<file path="src/rtl/cfgspi_pkg.sv">
package cfgspi_pkg;
  localparam int ADDR_W    = 5;
  localparam int BYTE_W    = 8;
  localparam int CH_BYTES  = 3;
  localparam int SAMPLE_W  = CH_BYTES * BYTE_W;
  localparam int N_CFG     = 6;
  localparam int FIRST_CFG = 2 * CH_BYTES;
  localparam int LAST_ADDR = FIRST_CFG + N_CFG - 1;
  localparam int IDX_MOD   = 0;
  localparam int IDX_PHASE = 1;
  localparam int IDX_GAIN  = 2;
  localparam int IDX_STAT  = 3;
  localparam int IDX_CFG1  = 4;
  localparam int IDX_CFG2  = 5;
  localparam int IDX_W     = $clog2(N_CFG);

  typedef logic [ADDR_W-1:0] addr_t;
  typedef logic [BYTE_W-1:0] byte_t;
  typedef logic [IDX_W-1:0]  cfg_idx_t;

  typedef enum logic [1:0] {PH_CMD, PH_WRITE, PH_READ, PH_IGNORE} phase_e;

  function automatic addr_t next_addr(addr_t a);
    return (a == addr_t'(LAST_ADDR)) ? '0 : a + addr_t'(1);
  endfunction

  function automatic logic is_cfg(addr_t a);
    return (a >= addr_t'(FIRST_CFG)) && (a <= addr_t'(LAST_ADDR));
  endfunction

  function automatic logic is_data(addr_t a);
    return a < addr_t'(FIRST_CFG);
  endfunction

  function automatic cfg_idx_t cfg_idx(addr_t a);
    addr_t d;
    d = a - addr_t'(FIRST_CFG);
    return d[IDX_W-1:0];
  endfunction

  function automatic logic [1:0] cmd_dev(byte_t b);
    return b[7:6];
  endfunction

  function automatic addr_t cmd_addr(byte_t b);
    return b[5:1];
  endfunction

  function automatic logic cmd_is_read(byte_t b);
    return b[0];
  endfunction

  // Byte k (0 = most significant) of a channel sample
  function automatic byte_t sample_byte(logic [SAMPLE_W-1:0] s, int unsigned k);
    return s[BYTE_W*(CH_BYTES-1-k) +: BYTE_W];
  endfunction
endpackage

</file>
<file path="src/rtl/cfgspi_sync.sv">
module cfgspi_sync #(
  parameter int WIDTH = 1,
  parameter int STAGES = 2,
  parameter logic [WIDTH-1:0] RST_VAL = '0
) (
  input  logic             clk,
  input  logic             rst_n,
  input  logic [WIDTH-1:0] d,
  output logic [WIDTH-1:0] q
);
  logic [WIDTH-1:0] stage_q [STAGES];

  always_ff @(posedge clk or negedge rst_n) begin
    if (!rst_n) begin
      for (int i = 0; i < STAGES; i++) stage_q[i] <= RST_VAL;
    end else begin
      stage_q[0] <= d;
      for (int i = 1; i < STAGES; i++) stage_q[i] <= stage_q[i-1];
    end
  end

  assign q = stage_q[STAGES-1];
endmodule

</file>
<file path="src/rtl/cfgspi_shifter.sv">
module cfgspi_shifter
  import cfgspi_pkg::*;
(
  input  logic  clk,
  input  logic  rst_n,
  input  logic  cs_idle,
  input  logic  sck_rise,
  input  logic  sck_fall,
  input  logic  mosi_bit,
  input  logic  load_en,
  input  byte_t load_data,
  output logic  byte_done,
  output byte_t rx_byte,
  output logic  tx_bit
);
  localparam int CNT_W = $clog2(BYTE_W);

  logic [CNT_W-1:0] bit_cnt;
  byte_t            shin_q;
  byte_t            shout_q;

  assign byte_done = sck_rise && !cs_idle && (bit_cnt == CNT_W'(BYTE_W - 1));
  assign rx_byte   = {shin_q[BYTE_W-2:0], mosi_bit};
  assign tx_bit    = shout_q[BYTE_W-1];

  always_ff @(posedge clk or negedge rst_n) begin
    if (!rst_n) begin
      bit_cnt <= '0;
      shin_q  <= '0;
      shout_q <= '0;
    end else if (cs_idle) begin
      bit_cnt <= '0;
      shout_q <= '0;
    end else begin
      if (sck_rise) begin
        shin_q  <= rx_byte;
        bit_cnt <= bit_cnt + CNT_W'(1);
      end
      if (sck_fall) begin
        shout_q <= load_en ? load_data : {shout_q[BYTE_W-2:0], 1'b0};
      end
    end
  end
endmodule

</file>
<file path="src/rtl/cfgspi_regbank.sv">
module cfgspi_regbank
  import cfgspi_pkg::*;
(
  input  logic                clk,
  input  logic                rst_n,
  input  logic                wr_en,
  input  addr_t               addr,
  input  byte_t               wdata,
  input  logic [SAMPLE_W-1:0] ch0,
  input  logic [SAMPLE_W-1:0] ch1,
  output byte_t               rdata,
  output byte_t               cfg_q [N_CFG],
  output logic                wr_drop
);
  logic     wr_commit;
  cfg_idx_t wr_idx;

  assign wr_commit = wr_en && is_cfg(addr);
  assign wr_drop   = wr_en && !is_cfg(addr);
  assign wr_idx    = cfg_idx(addr);

  for (genvar k = 0; k < N_CFG; k++) begin : g_cfg
    always_ff @(posedge clk or negedge rst_n) begin
      if (!rst_n) cfg_q[k] <= '0;
      else if (wr_commit && (wr_idx == cfg_idx_t'(k))) cfg_q[k] <= wdata;
    end
  end

  always_comb begin
    rdata = '0;
    if (is_data(addr)) begin
      if (addr < addr_t'(CH_BYTES)) rdata = sample_byte(ch0, int'(addr));
      else rdata = sample_byte(ch1, int'(addr) - CH_BYTES);
    end else if (is_cfg(addr)) begin
      rdata = cfg_q[wr_idx];
    end
  end
endmodule

</file>
<file path="src/rtl/cfgspi_regfile.sv">
module cfgspi_regfile
  import cfgspi_pkg::*;
#(
  parameter logic [1:0] DEV_ID = 2'b01,
  parameter int SYNC_STAGES = 2
) (
  input  logic                clk,
  input  logic                rst_n,
  input  logic                cs_n,
  input  logic                sck,
  input  logic                mosi,
  output logic                miso,
  input  logic [SAMPLE_W-1:0] ch0_sample,
  input  logic [SAMPLE_W-1:0] ch1_sample,
  output logic [BYTE_W-1:0]   mod_reg,
  output logic [BYTE_W-1:0]   phase_reg,
  output logic [BYTE_W-1:0]   gain_reg,
  output logic [BYTE_W-1:0]   status_reg,
  output logic [BYTE_W-1:0]   cfg1_reg,
  output logic [BYTE_W-1:0]   cfg2_reg,
  output logic [1:0]          adc_hold,
  output logic [1:0]          adc_off
);
  // synchronized pins
  logic cs_n_s, sck_s, mosi_s, sck_prev;
  logic cs_idle, sck_rise, sck_fall;

  cfgspi_sync #(.WIDTH(3), .STAGES(SYNC_STAGES), .RST_VAL(3'b100)) u_sync (
    .clk(clk), .rst_n(rst_n),
    .d({cs_n, sck, mosi}),
    .q({cs_n_s, sck_s, mosi_s})
  );

  assign cs_idle  = cs_n_s;
  assign sck_rise = sck_s && !sck_prev;
  assign sck_fall = !sck_s && sck_prev;

  // named internal events
  phase_e phase;
  addr_t  cur_addr;
  logic   rd_pending;
  logic   byte_done, cmd_byte, cmd_accept, wr_req, rd_advance, load_rd, load_en;
  logic   wr_drop, tx_bit;
  byte_t  rx_byte, rdata;
  byte_t  cfg_q [N_CFG];
  logic [N_CFG*BYTE_W-1:0] cfg_flat;

  assign cmd_byte   = byte_done && (phase == PH_CMD);
  assign cmd_accept = cmd_byte && (cmd_dev(rx_byte) == DEV_ID);
  assign wr_req     = byte_done && (phase == PH_WRITE);
  assign rd_advance = byte_done && (phase == PH_READ);
  assign load_rd    = (cmd_accept && cmd_is_read(rx_byte)) || rd_advance;
  assign load_en    = sck_fall && rd_pending;

  cfgspi_shifter u_shift (
    .clk(clk), .rst_n(rst_n), .cs_idle(cs_idle),
    .sck_rise(sck_rise), .sck_fall(sck_fall), .mosi_bit(mosi_s),
    .load_en(load_en), .load_data(rdata),
    .byte_done(byte_done), .rx_byte(rx_byte), .tx_bit(tx_bit)
  );

  cfgspi_regbank u_bank (
    .clk(clk), .rst_n(rst_n), .wr_en(wr_req), .addr(cur_addr), .wdata(rx_byte),
    .ch0(ch0_sample), .ch1(ch1_sample), .rdata(rdata), .cfg_q(cfg_q),
    .wr_drop(wr_drop)
  );

  always_ff @(posedge clk or negedge rst_n) begin
    if (!rst_n) begin
      phase      <= PH_CMD;
      cur_addr   <= '0;
      rd_pending <= 1'b0;
      sck_prev   <= 1'b0;
    end else begin
      sck_prev <= sck_s;
      if (cs_idle) begin
        phase      <= PH_CMD;
        rd_pending <= 1'b0;
      end else begin
        if (cmd_byte) begin
          if (!cmd_accept) phase <= PH_IGNORE;
          else if (cmd_is_read(rx_byte)) phase <= PH_READ;
          else phase <= PH_WRITE;
        end
        if (cmd_accept) cur_addr <= cmd_addr(rx_byte);
        else if (wr_req || rd_advance) cur_addr <= next_addr(cur_addr);
        if (load_rd) rd_pending <= 1'b1;
        else if (sck_fall) rd_pending <= 1'b0;
      end
    end
  end

  always_comb begin
    for (int k = 0; k < N_CFG; k++) cfg_flat[k*BYTE_W +: BYTE_W] = cfg_q[k];
  end

  assign miso       = !cs_n && (phase == PH_READ) && tx_bit;
  assign mod_reg    = cfg_q[IDX_MOD];
  assign phase_reg  = cfg_q[IDX_PHASE];
  assign gain_reg   = cfg_q[IDX_GAIN];
  assign status_reg = cfg_q[IDX_STAT];
  assign cfg1_reg   = cfg_q[IDX_CFG1];
  assign cfg2_reg   = cfg_q[IDX_CFG2];
  assign adc_hold   = cfg_q[IDX_CFG2][7:6];
  assign adc_off    = cfg_q[IDX_CFG2][5:4];
endmodule

</file>
<file path="config.mk">
export PLATFORM = sky130hd
export DESIGN_NAME = cfgspi_regfile
export DESIGN_NICKNAME = d
export VERILOG_FILES = /design/src/rtl/cfgspi_pkg.sv /design/src/rtl/cfgspi_sync.sv /design/src/rtl/cfgspi_shifter.sv /design/src/rtl/cfgspi_regbank.sv /design/src/rtl/cfgspi_regfile.sv
export SDC_FILE = /design/constraint.sdc
export NUM_CORES = 1
export LEC_CHECK = 0
export CORE_MARGIN = 8
export CORE_UTILIZATION = 36
export DETAILED_ROUTE_END_ITERATION = 8
export GPL_TIMING_DRIVEN = 1
export PLACE_DENSITY = 0.64
export SLEW_MARGIN = 20
export SYNTH_ARGS = -nofsm -noshare
export SYNTH_HDL_FRONTEND = slang
export SYNTH_SLANG_ARGS = --single-unit
</file>
<file path="constraint.sdc">
create_clock -name clk -period 10.65 [get_ports clk]
set_input_delay 1.5975 -clock clk [delete_from_list [all_inputs] [get_ports clk]]
set_output_delay 1.5975 -clock clk [all_outputs]
set_load 0.02 [all_outputs]
</file>
Yosys cells after proc, flatten, opt, wreduce, memory -nomap -nowiden
Index checks and enable logic that the tools add are counted.
{"block": "word_totals", "ff_bits": 81, "output_inout_bits": 53}
{"block": "op_classes", "add_sub_neg": 6, "n_lt_le_gt_ge": 5, "eq_ne": 10, "n_shift": 2, "muxes": 21, "bitwise": 2, "n_reduce_logical": 35}
{"cell": "indexed part select 24 x 33 -> 8 bit", "n": 2}
{"cell": "2-to-1 mux 8 bit", "n": 8}
{"cell": "subtractor 2 x 29 -> 29 bit (first input constant)", "n": 1}
{"cell": "binary-select mux 8 bit (select 3 bit)", "n": 1}
{"cell": "logical AND 1 bit", "n": 20}
{"cell": "2-to-1 mux 5 bit", "n": 3}
{"cell": "== test 3 bit (second input constant)", "n": 3}
{"cell": "2-to-1 mux 2 bit", "n": 4}
{"cell": "nonzero test 2 bit", "n": 4}
{"cell": "== test 3 x 2 -> 1 bit (second input constant)", "n": 2}
{"cell": "2-to-1 mux 3 bit", "n": 2}
{"cell": "subtractor 2 x 5 -> 6 bit (first input constant)", "n": 1}
{"cell": "subtractor 5 x 2 -> 6 bit (second input constant)", "n": 1}
{"cell": "adder 5 x 1 -> 5 bit (second input constant)", "n": 1}
{"cell": "== test 5 x 4 -> 1 bit (second input constant)", "n": 1}
{"cell": "greater-or-equal comparator 5 x 3 -> 1 bit (second input constant)", "n": 1}
{"cell": "less-or-equal comparator 5 x 4 -> 1 bit (second input constant)", "n": 1}
{"cell": "less-than comparator 5 x 2 -> 1 bit (second input constant)", "n": 1}
{"cell": "less-than comparator 5 x 3 -> 1 bit (second input constant)", "n": 1}
{"cell": "== test 2 x 1 -> 1 bit (second input constant)", "n": 2}
{"cell": "greater-or-equal comparator 4 bit (second input constant)", "n": 1}
{"cell": "zero test 1 bit", "n": 4}
{"cell": "inverter 3 -> 4 bit", "n": 1}
{"cell": "AND reduction 2 bit", "n": 2}
{"cell": "other kinds (10)", "n": 13}

Depth between registers and ports, before layout
{"block": "logic_depth", "depth_word": 10, "ltp_mapped": 12, "depth_no_buf": 8}

By module
Synthesis repeated with hierarchy kept, for this count alone.
{"block": "hier_totals", "hier_cells": 371, "area_unflattened_um2": 4573.1}
{"mod": "cfgspi_regbank", "instances": 1, "cells_each": 235, "area_each_um2": 2919.0, "seq_area_each_um2": 1201.2}
{"mod": "cfgspi_shifter", "instances": 1, "cells_each": 64, "area_each_um2": 852.1, "seq_area_each_um2": 450.4}
{"mod": "cfgspi_regfile", "instances": 1, "cells_each": 63, "area_each_um2": 626.9, "seq_area_each_um2": 225.2}
{"mod": "cfgspi_sync", "instances": 1, "cells_each": 9, "area_each_um2": 175.2, "seq_area_each_um2": 152.6}

Worst setup path before layout
Ideal clock, no wire load.
{"block": "synth_path", "path_type": "input -> output", "start": "input cs_n", "end": "output miso", "arrival_ns": 2.299, "path_slack_ns": 6.753, "cell_stages": 1, "path_cell_list": "nor4bb_1"}
{"block": "synth_via", "elab_chain_len": 3}
{"element": "start: declaration", "line": "cfgspi_regfile.sv:9", "rtl": "input logic cs_n,"}
{"element": "zero test 1 bit", "line": "cfgspi_regfile.sv:97", "rtl": "assign miso = !cs_n && (phase == PH_READ) && tx_bit;"}
{"element": "logical AND 1 bit (2 in a row)", "line": "cfgspi_regfile.sv:97"}
{"element": "end: declaration", "line": "cfgspi_regfile.sv:12", "rtl": "output logic miso,"}
Every way passes these cells.

Final worst setup path
Ends and elaborated chain as after synthesis.

==> results.cfg <==
[status]
status = finished clean

[clocking]
clk_pin_slew_ps = 60
clock-sinks = 81
numCtsBuffers = 9
post-cts-setup-buffer-count = 0
clk_path_buf_depth = 2
htreeDepth = 3
clkLatencyLatePin_ps = 340
cts-root-buf = clkbuf_16
cts_tree = done
post_cts_resized = 0
cts_hold_buf = 0

[timing]
relSlewSlack = 0.5115
setup_viol = 0
drv_slew = 0
finalHoldViolations = 0
worst_slew_pin_slew_ps = 732.8
max_freq_mhz = 221.7
finalClockSkew_ps = 7.891
fin_crit_sh = 0.4235
tns_ps = 0
fin_crit_ps = 4511
hold_slack_ps = 348.8
rsz0062_at_grt = false

[global_route]
gr-total-overflow = 0
grt_first_pass_wirelength_um = 20440
first_global_vias = 3723
track_usage = 0.1594
grt_max_degree = 82
antenna_found_initial = 0

[job]
max_cap_viol_count = 0

[layout]
area_delta_synth_final_pct = 33.24
nNetsFinal = 576
reg.largest.list = u_bank.cfg_q: 48 flops, u_shift.shout_q: 8 flops, u_shift.shin_q: 7 flops
diodes = 0
largest_reg_flops = 48
regMostFlops = u_bank.cfg_q
drive_above_1_share = 0.1255
finish.utilization = 0.4952

[detailed_routing]
dr.first_iter.drc_count = 187
dr.pass1.iters = 4
avgViaCountPerCell = 5.259
num_vias = 3608
ant_nets = 0
drc = 0
wl_per_cell_um = 18.71
totalWireLength_um = 12840

[setup_path]
crit_type = in -> out
worstRegToRegCells = 8
end_kind = output port
r2r_start = cur_addr[0]$_DFFE_PN0P_
worstPathMaxFanout = 2
startpoint = cs_n
crit_arrival_ps = 2910
r2r_setup_slack_ps = 7450
r2r_end = u_bank.cfg_q[28]$_DFFE_PN0P_
crit_path_start_kind = input pin
cp-endpoint = miso
worst_ep_required_time_ps = 9050

[power_and_ir_drop]
vdd_drop_max_v = 0.00006205
power.leakage_nw = 2.503
cellPowerDensity_nw_per_um2 = 121.7

[yosys]
syn-num-nets = 482
ys_seq_area_frac = 0.4527
syn_area_um2 = 4483
synth.distinct_cells = 44
synth_cells = 419
syn-mean-instance-area_um2 = 10.70
ys_ff_latch = 81
ys_warn_count = 0

[placement]
gp_congestion = 0.8322
io_buffers = 105
dp_hpwl_um = 9268

[die]
ios = 106
die_height_um = 127.6
rows = 40
dieWidth_um = 127.6
initial_core_util = 0.3717
dieArea_um2 = 16280
coreArea_um2 = 12060

[hold_path]
hp-start = u_sync.stage_q[4]$_DFF_PN0_
hold_class = reg -> reg
min_path_cells = 0
[power by group]
group / total (mW) / internal (mW) / switching (mW)
clock: 0.327 / 0.204 / 0.123
sequential: 0.350 / 0.320 / 0.0298
combinational: 0.0501 / 0.0329 / 0.0173
[cell usage after synthesis]
library cell / instances / area (µm²)
dfstp_2: 2 / 52.55
nor2_1: 44 / 165.2
a2111oi_0: 7 / 61.31
mux2_2: 31 / 349.1
or4b_2: 1 / 10.01
o21ba_2: 1 / 10.01
and4_1: 1 / 8.760
nor4b_1: 1 / 8.760
o221a_2: 1 / 11.26
a31oi_1: 3 / 18.77
buf_4: 4 / 30.03
nand4b_1: 1 / 8.760
a21oi_1: 9 / 45.04
o21ai_0: 25 / 125.1
or3_1: 1 / 6.260
nor2b_1: 6 / 37.54
o211ai_1: 2 / 15.01
o31ai_1: 8 / 60.06
nand2b_1: 13 / 81.33
and2_1: 9 / 56.30
mux4_2: 1 / 22.52
nor3_1: 14 / 70.07
a22oi_1: 8 / 60.06
nand3_1: 3 / 15.01
clkbuf_1: 15 / 56.30
nor4bb_1: 1 / 10.01
inv_1: 5 / 18.77
mux2_1: 32 / 360.4
mux2i_1: 32 / 320.3
nor3b_1: 3 / 22.52
buf_2: 5 / 25.02
buf_1: 2 / 7.510
o22ai_1: 7 / 43.79
nand2_1: 19 / 71.32
a2111oi_4: 1 / 27.53
dfrtp_1: 79 / 1977
a221oi_1: 1 / 8.760
or4_4: 1 / 11.26
or2_2: 1 / 6.260
ha_1: 10 / 125.1
nand2_2: 4 / 25.02
a211oi_1: 3 / 22.52
nor4_1: 1 / 6.260
xor2_1: 1 / 8.760
[placed cells by master (no fill, tap or decap), drive strengths merged, types with 2 or more instances in the layout]
| master | Yosys | final |
|---|---|---|
| ha | 10 | 10 |
| nor3b | 3 | 3 |
| clkbuf | 15 | 10 |
| o22ai | 7 | 7 |
| o31ai | 8 | 8 |
| nand2b | 13 | 13 |
| inv | 5 | 5 |
| dfstp | 2 | 2 |
| a211oi | 3 | 3 |
| and2 | 9 | 9 |
| a31oi | 3 | 3 |
| nor2 | 44 | 44 |
| a2111oi | 8 | 8 |
| a21oi | 9 | 9 |
| buf | 11 | 5 |
| nand2 | 23 | 23 |
| nor2b | 6 | 6 |
| mux2i | 32 | 32 |
| o21ai | 25 | 25 |
| dfrtp | 79 | 79 |
| nand3 | 3 | 3 |
| bufinv | 0 | 2 |
| o211ai | 2 | 2 |
| a22oi | 8 | 8 |
| clkinv | 0 | 3 |
| nor3 | 14 | 14 |
| clkdlybuf4s50 | 0 | 104 |
| mux2 | 63 | 63 |
[per-layer routing]
metal,vias to the layer above,part of all wire,GRT usage
met2,133,0.44,0.2465
met5,-,0,0
met1,1747,0.46,0.2080
met3,19,0.074,0.04825
met4,0,0.017,0.05175
li1,1709,-,-
[how the worst min path moves through the flow]
stage	endpoint	slack, ps
2_1_floorplan	u_sync.q[0]$_DFF_PN0_	330
3_3_place_gp	u_sync.q[1]$_DFF_PN0_	330
3_5_place_dp	u_sync.q[1]$_DFF_PN0_	330
4_1_cts	u_sync.q[1]$_DFF_PN0_	350
5_1_grt	u_sync.q[0]$_DFF_PN0_	360
6_report	u_sync.q[1]$_DFF_PN0_	350
[final cells by class]
cell class              count  area, µm²
clock buffers              10      229.0
inverters                   5      18.77
multi-input cells         307       2321
fillers                  1117       6088
clock inverters             6      82.58
flip-flops and latches     81       2029
repair buffers            109       1082
well taps                 168      210.2
[worst max-delay path: stages]
cell	delay [ps]
clkdlybuf4s50_1	420
nor4bb_1	250
clkdlybuf4s50_1	640
[kinds of logic (layout without fill, tap and decap cells)]
kind of cell	after synthesis	in the layout	share of synthesized area
adders and majority gates	10	10	0.02791
xor gates and xnor gates	1	1	0.001954
AOI/OAI and AO/OA	76	76	0.1136
buffers and inverters	31	130	0.03070
muxes	96	96	0.2347
and+or+nand+nor	124	124	0.1384
DFF	81	81	0.4527
[stage by stage]
step	power (mW)	area, µm²	worst slack, ps	std cells
after floorplan	0.3658	4483	6753	419
after global placement	0.4042	5653	6112	670
after detailed placement	0.4059	5658	6115	670
after CTS	0.7316	5969	6117	686
after global routing	0.7545	5973	6067	686
final	0.7271	5973	6139	686
(Power assumes the default switching activity.)
